==> src/rtl/lifo_pkg.sv <==
package lifo_pkg;

    typedef enum logic [1:0] {
        OP_IDLE  = 2'd0,
        OP_PUSH  = 2'd1,
        OP_POP   = 2'd2,
        OP_CLASH = 2'd3
    } lifo_op_e;

    function automatic lifo_op_e classify_op(input logic push, input logic pop);
        lifo_op_e op;
        case ({pop, push})
            2'b01:   op = OP_PUSH;
            2'b10:   op = OP_POP;
            2'b11:   op = OP_CLASH;
            default: op = OP_IDLE;
        endcase
        return op;
    endfunction

endpackage

==> src/rtl/lifo_bank.sv <==
module lifo_bank #(
    parameter int DATA_W = 8,
    parameter int DEPTH  = 64,
    parameter int PTR_W  = $clog2(DEPTH)
) (
    input  logic              clk,
    input  logic              wr_en,
    input  logic [PTR_W-1:0]  wr_addr,
    input  logic [DATA_W-1:0] wr_data,
    input  logic [PTR_W-1:0]  rd_addr,
    output logic [DATA_W-1:0] rd_data
);
    localparam int FLAT_W = DATA_W * DEPTH;

    logic [FLAT_W-1:0] flat_q;

    for (genvar g = 0; g < DEPTH; g++) begin : gen_cell
        logic [DATA_W-1:0] cell_d;
        logic [DATA_W-1:0] cell_q;

        always_comb begin
            cell_d = cell_q;
            if (wr_en && (wr_addr == PTR_W'(g))) begin
                cell_d = wr_data;
            end
        end

        always_ff @(posedge clk) begin
            cell_q <= cell_d;
        end

        assign flat_q[g*DATA_W +: DATA_W] = cell_q;
    end

    assign rd_data = flat_q[rd_addr*DATA_W +: DATA_W];

endmodule

==> src/rtl/lifo_ctrl.sv <==
module lifo_ctrl
    import lifo_pkg::*;
#(
    parameter int DATA_W = 8,
    parameter int DEPTH  = 64,
    parameter int PTR_W  = $clog2(DEPTH)
) (
    input  logic              clk,
    input  logic              rst,
    input  logic              push_req,
    input  logic              pop_req,
    input  logic [DATA_W-1:0] top_data,
    output logic              wr_en,
    output logic [PTR_W-1:0]  wr_addr,
    output logic [PTR_W-1:0]  top_addr,
    output logic [DATA_W-1:0] dout,
    output logic              full,
    output logic              empty,
    output logic              ovf_err,
    output logic              udf_err
);
    localparam logic [PTR_W-1:0] PTR_ONE  = PTR_W'(1);
    localparam logic [PTR_W-1:0] PTR_ZERO = '0;

    typedef struct packed {
        logic [PTR_W-1:0]  ptr;
        logic              full;
        logic              empty;
        logic              ovf;
        logic              udf;
        logic [DATA_W-1:0] dout;
    } ctrl_state_t;

    ctrl_state_t st_d, st_q;
    lifo_op_e    op;
    logic        push_ok, pop_ok;
    logic [PTR_W-1:0] ptr_up, ptr_dn;

    always_comb begin
        op      = classify_op(push_req, pop_req);
        ptr_up  = st_q.ptr + PTR_ONE;
        ptr_dn  = st_q.ptr - PTR_ONE;
        push_ok = (op == OP_PUSH) && !st_q.full;
        pop_ok  = (op == OP_POP)  && !st_q.empty;

        st_d     = st_q;
        st_d.ovf = 1'b0;
        st_d.udf = 1'b0;

        unique case (op)
            OP_PUSH: begin
                if (push_ok) begin
                    st_d.ptr   = ptr_up;
                    st_d.empty = 1'b0;
                    st_d.full  = (ptr_up == PTR_ZERO);
                end else begin
                    st_d.ovf = 1'b1;
                end
            end
            OP_POP: begin
                if (pop_ok) begin
                    st_d.dout  = top_data;
                    st_d.ptr   = ptr_dn;
                    st_d.full  = 1'b0;
                    st_d.empty = (ptr_dn == PTR_ZERO);
                end else begin
                    st_d.udf = 1'b1;
                end
            end
            OP_CLASH: begin
                st_d.ovf = 1'b1;
                st_d.udf = 1'b1;
            end
            default: ;
        endcase
    end

    always_ff @(posedge clk) begin
        if (rst) begin
            st_q.ptr   <= PTR_ZERO;
            st_q.full  <= 1'b0;
            st_q.empty <= 1'b1;
            st_q.ovf   <= 1'b0;
            st_q.udf   <= 1'b0;
            st_q.dout  <= '0;
        end else begin
            st_q <= st_d;
        end
    end

    assign wr_en    = push_ok;
    assign wr_addr  = ptr_up;
    assign top_addr = st_q.ptr;
    assign dout     = st_q.dout;
    assign full     = st_q.full;
    assign empty    = st_q.empty;
    assign ovf_err  = st_q.ovf;
    assign udf_err  = st_q.udf;

    AST_FLAGS_EXCLUSIVE: assert property (@(posedge clk) disable iff (rst)
        !(st_q.full && st_q.empty));
    AST_EMPTY_AT_ZERO: assert property (@(posedge clk) disable iff (rst)
        st_q.empty |-> (st_q.ptr == PTR_ZERO));
    AST_FULL_AT_ZERO: assert property (@(posedge clk) disable iff (rst)
        st_q.full |-> (st_q.ptr == PTR_ZERO));
    AST_PUSH_STEP: assert property (@(posedge clk) disable iff (rst)
        (push_req && !pop_req && !full) |=> (st_q.ptr == $past(st_q.ptr) + PTR_ONE) && !empty);
    AST_POP_STEP: assert property (@(posedge clk) disable iff (rst)
        (pop_req && !push_req && !empty) |=> (st_q.ptr == $past(st_q.ptr) - PTR_ONE) && !full);
    AST_NO_OVERFLOW_WRITE: assert property (@(posedge clk) disable iff (rst)
        (push_req && full) |-> !wr_en);
    AST_OVERFLOW_HOLDS: assert property (@(posedge clk) disable iff (rst)
        (push_req && full) |=> ovf_err && full && $stable(st_q.ptr));
    AST_UNDERFLOW_HOLDS: assert property (@(posedge clk) disable iff (rst)
        (pop_req && empty) |=> udf_err && empty && $stable(dout));
    AST_CLASH_IGNORED: assert property (@(posedge clk) disable iff (rst)
        (push_req && pop_req) |=> ovf_err && udf_err && $stable(st_q.ptr) && $stable(dout));
    AST_DOUT_HELD: assert property (@(posedge clk) disable iff (rst)
        !(pop_req && !push_req && !empty) |=> $stable(dout));

endmodule

==> src/rtl/regbank_lifo.sv <==
module regbank_lifo #(
    parameter int DATA_W = 8,
    parameter int DEPTH  = 64
) (
    input  logic              clk,
    input  logic              rst,
    input  logic              push_req,
    input  logic              pop_req,
    input  logic [DATA_W-1:0] din,
    output logic [DATA_W-1:0] dout,
    output logic              full,
    output logic              empty,
    output logic              ovf_err,
    output logic              udf_err
);
    localparam int PTR_W = $clog2(DEPTH);

    logic              wr_en;
    logic [PTR_W-1:0]  wr_addr;
    logic [PTR_W-1:0]  top_addr;
    logic [DATA_W-1:0] top_data;

    lifo_ctrl #(
        .DATA_W (DATA_W),
        .DEPTH  (DEPTH),
        .PTR_W  (PTR_W)
    ) u_ctrl (
        .clk      (clk),
        .rst      (rst),
        .push_req (push_req),
        .pop_req  (pop_req),
        .top_data (top_data),
        .wr_en    (wr_en),
        .wr_addr  (wr_addr),
        .top_addr (top_addr),
        .dout     (dout),
        .full     (full),
        .empty    (empty),
        .ovf_err  (ovf_err),
        .udf_err  (udf_err)
    );

    lifo_bank #(
        .DATA_W (DATA_W),
        .DEPTH  (DEPTH),
        .PTR_W  (PTR_W)
    ) u_bank (
        .clk     (clk),
        .wr_en   (wr_en),
        .wr_addr (wr_addr),
        .wr_data (din),
        .rd_addr (top_addr),
        .rd_data (top_data)
    );

    AST_ERR_NEEDS_REQUEST: assert property (@(posedge clk) disable iff (rst)
        !(push_req || pop_req) |=> !ovf_err && !udf_err);

endmodule

==> config.mk <==
export PLATFORM = sky130hd
export DESIGN_NAME = regbank_lifo
export DESIGN_NICKNAME = d
export VERILOG_FILES = /design/src/rtl/lifo_pkg.sv /design/src/rtl/lifo_bank.sv /design/src/rtl/lifo_ctrl.sv /design/src/rtl/regbank_lifo.sv
export SDC_FILE = /design/constraint.sdc
export NUM_CORES = 1
export LEC_CHECK = 0
export BUFFER_PORTS_ARGS = -buffer_cell sky130_fd_sc_hd__buf_2
export CELL_PAD_IN_SITES_DETAIL_PLACEMENT = 0
export CELL_PAD_IN_SITES_GLOBAL_PLACEMENT = 1
export CORE_ASPECT_RATIO = 0.6
export CORE_MARGIN = 5
export CORE_UTILIZATION = 49
export CTS_CLUSTER_SIZE = 8
export DETAILED_ROUTE_END_ITERATION = 10
export GPL_TIMING_DRIVEN = 0
export PLACE_DENSITY = 0.74
export REMOVE_ABC_BUFFERS = 1
export SLEW_MARGIN = 25
export SYNTH_ARGS = -nofsm -noshare
export SYNTH_HDL_FRONTEND = slang
export SYNTH_SLANG_ARGS = --single-unit
==> constraint.sdc <==
create_clock -name clk -period 3.92 [get_ports clk]
set_clock_uncertainty 0.15 [all_clocks]
set_input_delay 0.196 -clock clk [delete_from_list [all_inputs] [get_ports clk]]
set_output_delay 0.196 -clock clk [all_outputs]
set_load 0.05 [all_outputs]
* Word-level counts from Yosys, hierarchy flattened
Cells that the tools add are included.
Operators by class: add/sub/neg operators 2, $mul 0, div/mod/pow operators 0, magnitude comparators 0, eq/ne operators 71, shift operators 1, mux-type cells 8, bitwise logic cells 0, reduce and logical (&&, ||, !) cells 73
Operators with widths (number):
- variable part select 512 x 10 -> 8 bit | 1
- equality test 6 bit, second input constant | 32
- equality test 6 x 5 -> 1 bit, second input constant | 16
- logical AND 1 bit | 66
- equality test 6 x 4 -> 1 bit, second input constant | 8
- equality test 6 x 3 -> 1 bit, second input constant | 4
- 2-to-1 mux 8 bit | 2
- case mux 8 bit (2 select lines) | 1
- equality test 6 x 2 -> 1 bit, second input constant | 2
- zero test 6 bit | 2
- equality test 2 bit, second input constant | 4
- adder 6 x 1 -> 6 bit, second input constant | 1
- equality test 6 x 1 -> 1 bit, second input constant | 1
- case mux 2 bit (3 select lines) | 1
- subtractor 6 x 1 -> 6 bit, second input constant | 1
- equality test 2 x 1 -> 1 bit, second input constant | 2
- != test 2 x 1 -> 1 bit, second input constant | 2
- case mux 1 bit (2 select lines) | 2
- AND reduction 3 bit | 1
- zero test 1 bit | 2
- 2-to-1 mux 1 bit | 2
- AND reduction 2 bit | 1
- nonzero test 2 bit | 1
Word-level totals: register bits 530, latch bits 0, memory bits (writable) 0, bits in read-only memories 0, input bits 12, memories kept 0

* Logic depth before layout (Yosys ltp)
Gate-level depths: netlist (run 1).
word-level depth 6, depth in mapped cells 11, mapped depth without buffers 7

* By module
From an unflattened synthesis (run 1), not the netlist that was laid out.
Second synthesis, totals: cells, all modules 1020, area total of the unflattened synthesis 20917.6 µm²
Modules (own cells, without submodules):
- lifo_bank | instances 1, cells each 905, area an instance 19974.2 µm²
- lifo_ctrl | instances 1, cells each 115, area an instance 943.4 µm²

* Least setup slack after synthesis (run 1)
No wires, ideal clock.
path type flip-flop to flip-flop, start register u_ctrl.st_q (netlist bit u_ctrl.top_addr[0]), end register u_bank.gen_cell[44].cell_q[0], enable pin, data arrival time 2315 ps, required time 3387 ps, slack 1072 ps, cell stages (with the launch flop) 11, path buffers 5, period minus slack after synthesis 2848 ps, cell sequence dfxtp_1 -> buf_6 -> buf_12 -> buf_8 -> buf_8 -> nand2_1 -> xnor2_1 -> nor3_1 -> a31oi_2 -> buf_4 -> nor3_1
Between the ends: cells in the longest elaborated chain, start to end 3
RTL lines:
- from (decl) | RTL line lifo_ctrl.sv:34 | ctrl_state_t st_d, st_q;
- from (signal assigned) | RTL line lifo_ctrl.sv:87 | st_q <= st_d;
- adder 6 x 1 -> 6 bit | RTL line lifo_ctrl.sv:41 | ptr_up = st_q.ptr + PTR_ONE;
- equality test 6 bit | RTL line lifo_bank.sv:23 | if (wr_en && (wr_addr == PTR_W'(g))) begin
- logical AND 1 bit | RTL line lifo_bank.sv:23
- to (signal assigned) | RTL line lifo_bank.sv:29 | cell_q <= cell_d;
- to (decl) | RTL line lifo_bank.sv:19 | logic [DATA_W-1:0] cell_q;
Every way passes these cells. A chain may end at the register's enable or synchronous reset.

* Final worst setup path (run 1)
start register u_ctrl.st_q (netlist bit u_ctrl.top_addr[0]), end register u_bank.gen_cell[4].cell_q[7], enable pin
Between the ends: cells in the longest elaborated chain, start to end 3
RTL lines (RTL line):
- adder 6 x 1 -> 6 bit | lifo_ctrl.sv:41
- equality test 6 x 3 -> 1 bit | lifo_bank.sv:23
- logical AND 1 bit | lifo_bank.sv:23
- to (signal assigned) | lifo_bank.sv:29
- to (decl) | lifo_bank.sv:19
Every way passes these cells.

==> results of run 1 <==
-- synthesized netlist by cell type (10+ instances only) --
master | n | area share [%]
and3_1 | 19 | 0.56
buf_2 | 17 | 0.40
buf_4 | 10 | 0.36
buf_6 | 13 | 0.69
clkbuf_1 | 10 | 0.18
dfxtp_1 | 18 | 1.7
edfxtp_1 | 512 | 73
mux2i_1 | 17 | 0.81
mux4_2 | 126 | 13
nand2_1 | 64 | 1.1
nand3_1 | 13 | 0.31
nor2_1 | 69 | 1.2
nor3_1 | 19 | 0.45
o21ai_0 | 14 | 0.33
-- kinds of logic after synthesis --
| logic type | Yosys count | share of synthesized area (%) |
|---|---|---|
| DFF | 530 | 74.6 |
| and+or+nand+nor | 225 | 5.04 |
| muxes | 145 | 14.4 |
| AOI/OAI and AO/OA | 83 | 2.90 |
| buffers and inverters | 65 | 2.14 |
| xor gates and xnor gates | 9 | 0.374 |
| adders and majority gates | 9 | 0.534 |
-- state kept, by name (all words and copies together) (netlist names) --
register	count
u_ctrl.empty	1
u_ctrl.full	1
u_ctrl.ovf_err	1
u_ctrl.top_addr	6
u_bank.gen_cell.cell_q	512
u_ctrl.dout	8
u_ctrl.udf_err	1
-- worst max-delay path, delay by kind of cell (launching register included) --
| kind | cells | cell delay (ns) |
|---|---|---|
| xor+xnor | 1 | 0.43 |
| fa+ha+maj | 1 | 0.48 |
| simple gates | 3 | 1.40 |
| flops | 1 | 0.71 |
| buf+inv | 1 | 0.32 |
-- report_power, final --
group | internal (mW) | switching, mW | total [mW]
clock | 3.66 | 2.27 | 5.93
combinational | 0.496 | 0.626 | 1.12
sequential | 6.26 | 0.0831 | 6.34
-- layout by cell type (no fill, tap or decap), types with 4 or more instances in the layout --
| cell | count |
|---|---|
| buf_4 | 15 |
| o221ai_1 | 6 |
| clkbuf_1 | 32 |
| a221o_1 | 7 |
| mux2i_1 | 17 |
| nor2b_1 | 5 |
| nand3_1 | 13 |
| nor3_4 | 4 |
| nand2_1 | 64 |
| a2111oi_2 | 7 |
| and3_1 | 19 |
| xnor2_1 | 6 |
| buf_16 | 6 |
| o21ai_0 | 14 |
| nor3_2 | 12 |
| o21ai_1 | 7 |
| nor2_2 | 34 |
| or2_2 | 5 |
| dfxtp_1 | 14 |
| buf_2 | 19 |
| ha_1 | 9 |
| or3_1 | 8 |
| a211oi_1 | 9 |
| o22ai_1 | 8 |
| inv_1 | 4 |
| edfxtp_1 | 512 |
| nor2_1 | 34 |
| mux4_2 | 126 |
| a21oi_1 | 7 |
| clkbuf_16 | 79 |
-- repair_timing --
action                     CTS  global route
setup endpoints to repair   16           351
buffers inserted             0             1
resized for setup            3            35
hold endpoints to repair    12             0
gates cloned                 0             0
hold buffers                 3             0
-- final cells by class --
cell class                      count  area (sq um)  area share, %
Sequential cell                   530         15700           65.0
Multi-Input combinational cell    471          5140           21.2
Clock buffer                      111          2100           8.65
Tap cell                          570           713           2.94
Timing Repair Buffer               45           443           1.83
Clock inverter                      5          58.8          0.243
Inverter                            8          30.0          0.124
-- routing by layer --
metal	vias to the layer above	GRT usage [%]
met5	-	0
met4	0	4.51
met3	64	4.64
met2	432	28.0
met1	5637	31.5
li1	4507	-
-- worst min path at each step --
| stage | end | cells past startpoint |
|---|---|---|
| 2_1_floorplan | u_ctrl.dout[7]$_SDFFE_PP0P_ | 1 |
| 3_3_place_gp | u_ctrl.full$_SDFFE_PP0P_ | 2 |
| 3_5_place_dp | u_ctrl.dout[5]$_SDFFE_PP0P_ | 1 |
| 4_1_cts | u_bank.gen_cell[39].cell_q[4]$_DFFE_PP_ | 1 |
| 5_1_grt | u_bank.gen_cell[34].cell_q[2]$_DFFE_PP_ | 1 |
| 6_report | u_bank.gen_cell[58].cell_q[7]$_DFFE_PP_ | 1 |
==> results.py, run 1 <==
metrics = {
    "setup_path": {
        "critPathMaxStageDelay_ns": 0.71,
        "endpoint_kind": "flop",
        "cp-start-kind": "flop",
        "critPathLaunch": "u_ctrl.top_addr[0]$_SDFFE_PP0P_",
        "ff2ff_path_depth": 6,
        "timing.rr.end": "u_bank.gen_cell[4].cell_q[7]$_DFFE_PP_",
        "endpoint": "u_bank.gen_cell[4].cell_q[7]$_DFFE_PP_",
        "path_cells": "buf_12, ha_1, nand3_1, xnor2_1, nand3_2, nor2_2",
        "cp_data_required_time_ns": 3.97,
        "cp.arrival_ns": 3.94,
        "crit_type": "flop to flop",
        "ff2ff_setup_slack_ns": 0.04,
        "path_max_fanout": 28,
        "crit_slowest_cell": "dfxtp_4",
        "r2r-start": "u_ctrl.top_addr[0]$_SDFFE_PP0P_",
    },
    "cells_and_area": {
        "layout-drive-gt1-share_pct": 28.7,
        "diodes": 0,
        "instances_no_fill": 1740,
        "fin_util_pct": 57.4,
        "nFillCells": 3171,
        "design_area_sq_mm": 0.0242,
        "finalNetCount": 1153,
        "area_delta_synth_final_pct": 14.9,
    },
    "floorplan": {
        "initial_utilization_pct": 49.9,
        "io_pins": 24,
        "die_x_um": 278,
        "coreArea_sq_mm": 0.0422,
        "die_h_um": 171,
        "rows": 58,
        "dieArea_sq_mm": 0.0474,
    },
    "clock_tree": {
        "clkSinkCount": 530,
        "clk_pin_slew_ns": 0.05,
        "numCtsBuffers": 76,
        "clockBufferDepth": 3,
        "clkLatencyLatePin_ns": 0.58,
        "cts_tree": "built",
        "h-tree-depth": 3,
        "cts_root_buf": "clkbuf_16",
    },
    "synthesis": {
        "synth_cells": 1066,
        "synth_area_sq_mm": 0.0211,
        "synth_ff_type": "edfxtp_1",
        "syn_area_per_cell_sq_um": 19.8,
        "async_flop_share_pct": 0,
        "synth_edf_count": 512,
        "yosysSeqAreaShare_pct": 74.6,
        "ys_types": 62,
        "yosys_warnings": 0,
        "synth_seq_cells": 530,
    },
    "timing": {
        "max_freq_ghz": 0.258,
        "period_needed_ns": 3.88,
        "hold_viol_final": 0,
        "fin_ws_ns": 0.0396,
        "max-slew-margin-rel_pct": 35.1,
        "worstMarginPinSlew_ns": 0.969,
        "slew_violations": 0,
        "rsz0062_at_grt": "yes",
        "fin_setup_tns_ns": 0,
        "period_share_pct": 99.0,
        "holdWs_ns": 0.00769,
        "finalSetupViolations": 0,
    },
    "detailed_routing": {
        "top_layer": "met4",
        "met1Wirelength_mm": 22.3,
        "drc": 0,
        "routed_wl_mm": 46.6,
        "ant_nets": 0,
        "drtIter0Drc": 1184,
        "met2_length_mm": 20.1,
        "wl_met3_mm": 3.56,
        "dr_total_vias": 10640,
        "vias_per_cell": 6.11,
        "dr.pass1.iters": 5,
        "wire_per_inst_um": 26.8,
    },
    "power_and_ir_drop": {
        "vdd_ir_drop_max_v": 0.000349,
        "power.density_mw_per_mm2": 553,
        "fin_total_pwr_mw": 13.4,
        "p_leak_nw": 7.60,
    },
    "flow_run": {
        "drv_cap": 0,
    },
    "place": {
        "io_buffer_count": 23,
        "hpwl_mm": 28.5,
        "dp.cells": 1620,
        "globalplace.congestion": 0.854,
        "post_dp_cell_area_sq_mm": 0.0219,
        "pre_cts_slack_ns": -0.0280,
    },
    "grt": {
        "grt_max_degree": 65,
        "antenna_found_initial": 0,
        "grt_pass1_wl_mm": 69.9,
        "grt_pass1_vias": 10818,
        "grt_overflow": 0,
        "track_usage_pct": 19.7,
    },
    "worst_hold_path": {
        "hold_path_startpoint": "din[7]",
        "min_path_type": "input pin to flop",
    },
    "status": {
        "status": "finished clean",
    },
}
Power figures use the tool's default switching activity.
==> run 2, diff against run 1 <==
==> constraint.sdc (replaced) <==
create_clock -name clk -period 4.01 [get_ports clk]
set_clock_uncertainty 0.15 [all_clocks]
set_input_delay 0.2005 -clock clk [delete_from_list [all_inputs] [get_ports clk]]
set_output_delay 0.2005 -clock clk [all_outputs]
set_load 0.05 [all_outputs]
==> results.py, run 2 (synthesis gave the netlist of run 1 again) <==
metrics = {
    "setup_path": {
        "r2r-start": "u_ctrl.top_addr[0]$_SDFFE_PP0P_",
        "endpoint_kind": "flop",
        "crit_type": "flop to flop",
        "crit_slowest_cell": "nor2_1",
        "cp-start-kind": "flop",
        "cp_data_required_time_ns": 4.05,
        "critPathMaxStageDelay_ns": 0.90,
        "cp.arrival_ns": 4.03,
        "critPathLaunch": "u_ctrl.top_addr[0]$_SDFFE_PP0P_",
        "path_cells": "buf_12, ha_1, nand3_1, xnor2_1, nand3_2, nor2_1",
        "path_max_fanout": 28,
    },
    "cells_and_area": {
        "regMostFlops": "u_bank.gen_cell.cell_q",
        "final_common_cell": "edfxtp_1",
        "diodes": 0,
        "largest_reg_flops": 512,
        "final_cell_mix": "edfxtp_1 (512), mux4_2 (126), clkbuf_16 (79)",
        "finalNetCount": 1152,
        "instances_no_fill": 1739,
        "layout-drive-gt1-share_pct": 27.2,
        "fin_util_pct": 57.2,
        "area_delta_synth_final_pct": 14.6,
    },
    "clock_tree": {
        "cts_root_buf": "clkbuf_16",
        "h-tree-depth": 3,
        "cts_tree": "built",
        "clkLatencyLatePin_ns": 0.58,
        "clockBufferDepth": 3,
        "post_cts_buffers": 0,
        "numCtsBuffers": 76,
        "clkSinkCount": 530,
        "clk_pin_slew_ns": 0.05,
    },
    "timing": {
        "rsz0062_at_grt": "yes",
        "max_freq_ghz": 0.251,
        "period_needed_ns": 3.99,
        "hold_viol_final": 0,
        "worstMarginPinSlew_ns": 1.01,
        "max-slew-margin-rel_pct": 32.6,
        "period_share_pct": 99.5,
        "fin_ws_ns": 0.0205,
        "finalSetupViolations": 0,
        "slew_violations": 0,
    },
    "power_and_ir_drop": {
        "p_leak_nw": 7.59,
        "p_sw_mw": 2.91,
        "power.density_mw_per_mm2": 542,
        "pwr-share-seq_pct": 47.4,
        "clockPowerShare_pct": 44.3,
        "vdd_ir_drop_max_v": 0.000340,
        "switching_share_pct": 22.2,
        "p_int_mw": 10.2,
        "combPwrFrac_pct": 8.3,
    },
    "detailed_routing": {
        "routed_wl_mm": 46.6,
        "vias_per_cell": 6.05,
        "ant_nets": 0,
        "drc": 0,
        "dr.pass1.iters": 5,
        "wire_per_inst_um": 26.8,
        "drtIter0Drc": 1169,
        "dr_total_vias": 10523,
    },
    "grt": {
        "track_usage_pct": 19.7,
        "grt_pass1_wl_mm": 69.8,
        "grt_max_degree": 65,
        "grt_overflow": 0,
        "grt_pass1_vias": 10831,
        "antenna_found_initial": 0,
    },
    "floorplan": {
        "die_h_um": 171,
        "coreArea_sq_mm": 0.0422,
        "die_x_um": 278,
        "rows": 58,
        "initial_utilization_pct": 49.9,
        "dieArea_sq_mm": 0.0474,
        "io_pins": 24,
    },
    "worst_hold_path": {
        "hold_path_startpoint": "din[2]",
        "min_path_type": "input pin to flop",
    },
    "flow_run": {
        "drv_cap": 0,
    },
    "place": {
        "pre_cts_slack_ns": 0.0620,
        "hpwl_mm": 28.5,
        "globalplace.congestion": 0.854,
        "io_buffer_count": 23,
        "dp.cells": 1620,
    },
    "status": {
        "status": "finished clean",
    },
}
## run 2: cell count changes in the layout (fill, tap and decap cells not counted), sizes merged
cell,before,now
buf,42,41
## run 2: per-stage QoR
step / instance area, sq um / power, mW / hold WS, ns / setup TNS [ns]
6_report: 24200 / 13.1 / 0.00677 / 0
3_5_place_dp: 21900 / 7.40 / 0.373 / 0
2_1_floorplan: 20700 / 7.09 / 0.119 / -1469.59
5_1_grt: 24200 / 13.5 / 0.0390 / -20.07
4_1_cts: 24100 / 13.2 / 0.0300 / 0
3_3_place_gp: 21500 / 7.51 / 0.365 / -3177.98
## run 2: power by group through the flow
stage	logic [mW]	registers, mW	clock network, mW
after floorplan	0.687	6.40	0
after global placement	1.03	6.47	0
after detailed placement	1.09	6.31	0
after CTS	1.10	6.20	5.87
after global routing	1.17	6.20	6.16
final	1.09	6.20	5.79
## run 2: final cells by class
| cell class | instances | area, sq um |
|---|---|---|
| fill | 3186 | 18100 |
| multi-input combinational | 471 | 5090 |
| tap | 570 | 713 |
| clock buffer | 111 | 2100 |
| timing repair buffer | 44 | 423 |
| clock inverter | 5 | 58.8 |
| sequential | 530 | 15700 |
| inverter | 8 | 30.0 |
## run 2: path summary, 6_finish.rpt
check        depth (start not counted)  slack, ns                                      end
max                                  6       0.02   u_bank.gen_cell[4].cell_q[7]$_DFFE_PP_
min                                  1      0.007  u_bank.gen_cell[34].cell_q[2]$_DFFE_PP_
max reg2reg                          6       0.02   u_bank.gen_cell[4].cell_q[7]$_DFFE_PP_
min reg2reg                          2       0.38                 u_ctrl.full$_SDFFE_PP0P_
## run 2: critical path: cells and delay by family, from the launching register on
kind / cells / cell delay [ns]
and+or+nand+nor: 3 / 1.48
DFF: 1 / 0.70
adders and majority gates: 1 / 0.47
xor gates and xnor gates: 1 / 0.47
buffers and inverters: 1 / 0.32
## run 2: metal layers
metal  up-vias  GRT usage [%]  share of wire, %
met4         0           4.51               1.5
met1      5509           31.4                47
met2       444           28.0                43
met5         -              0                 0
met3        62           4.64               8.0
li1       4508              -                 -
## run 2: repair_timing
action | 4_1_cts | 5_1_grt
hold buffers | 3 | 0
setup endpoints to repair | 0 | 183
gates resized for setup | 0 | 19
endpoints found under the hold margin | 12 | 0
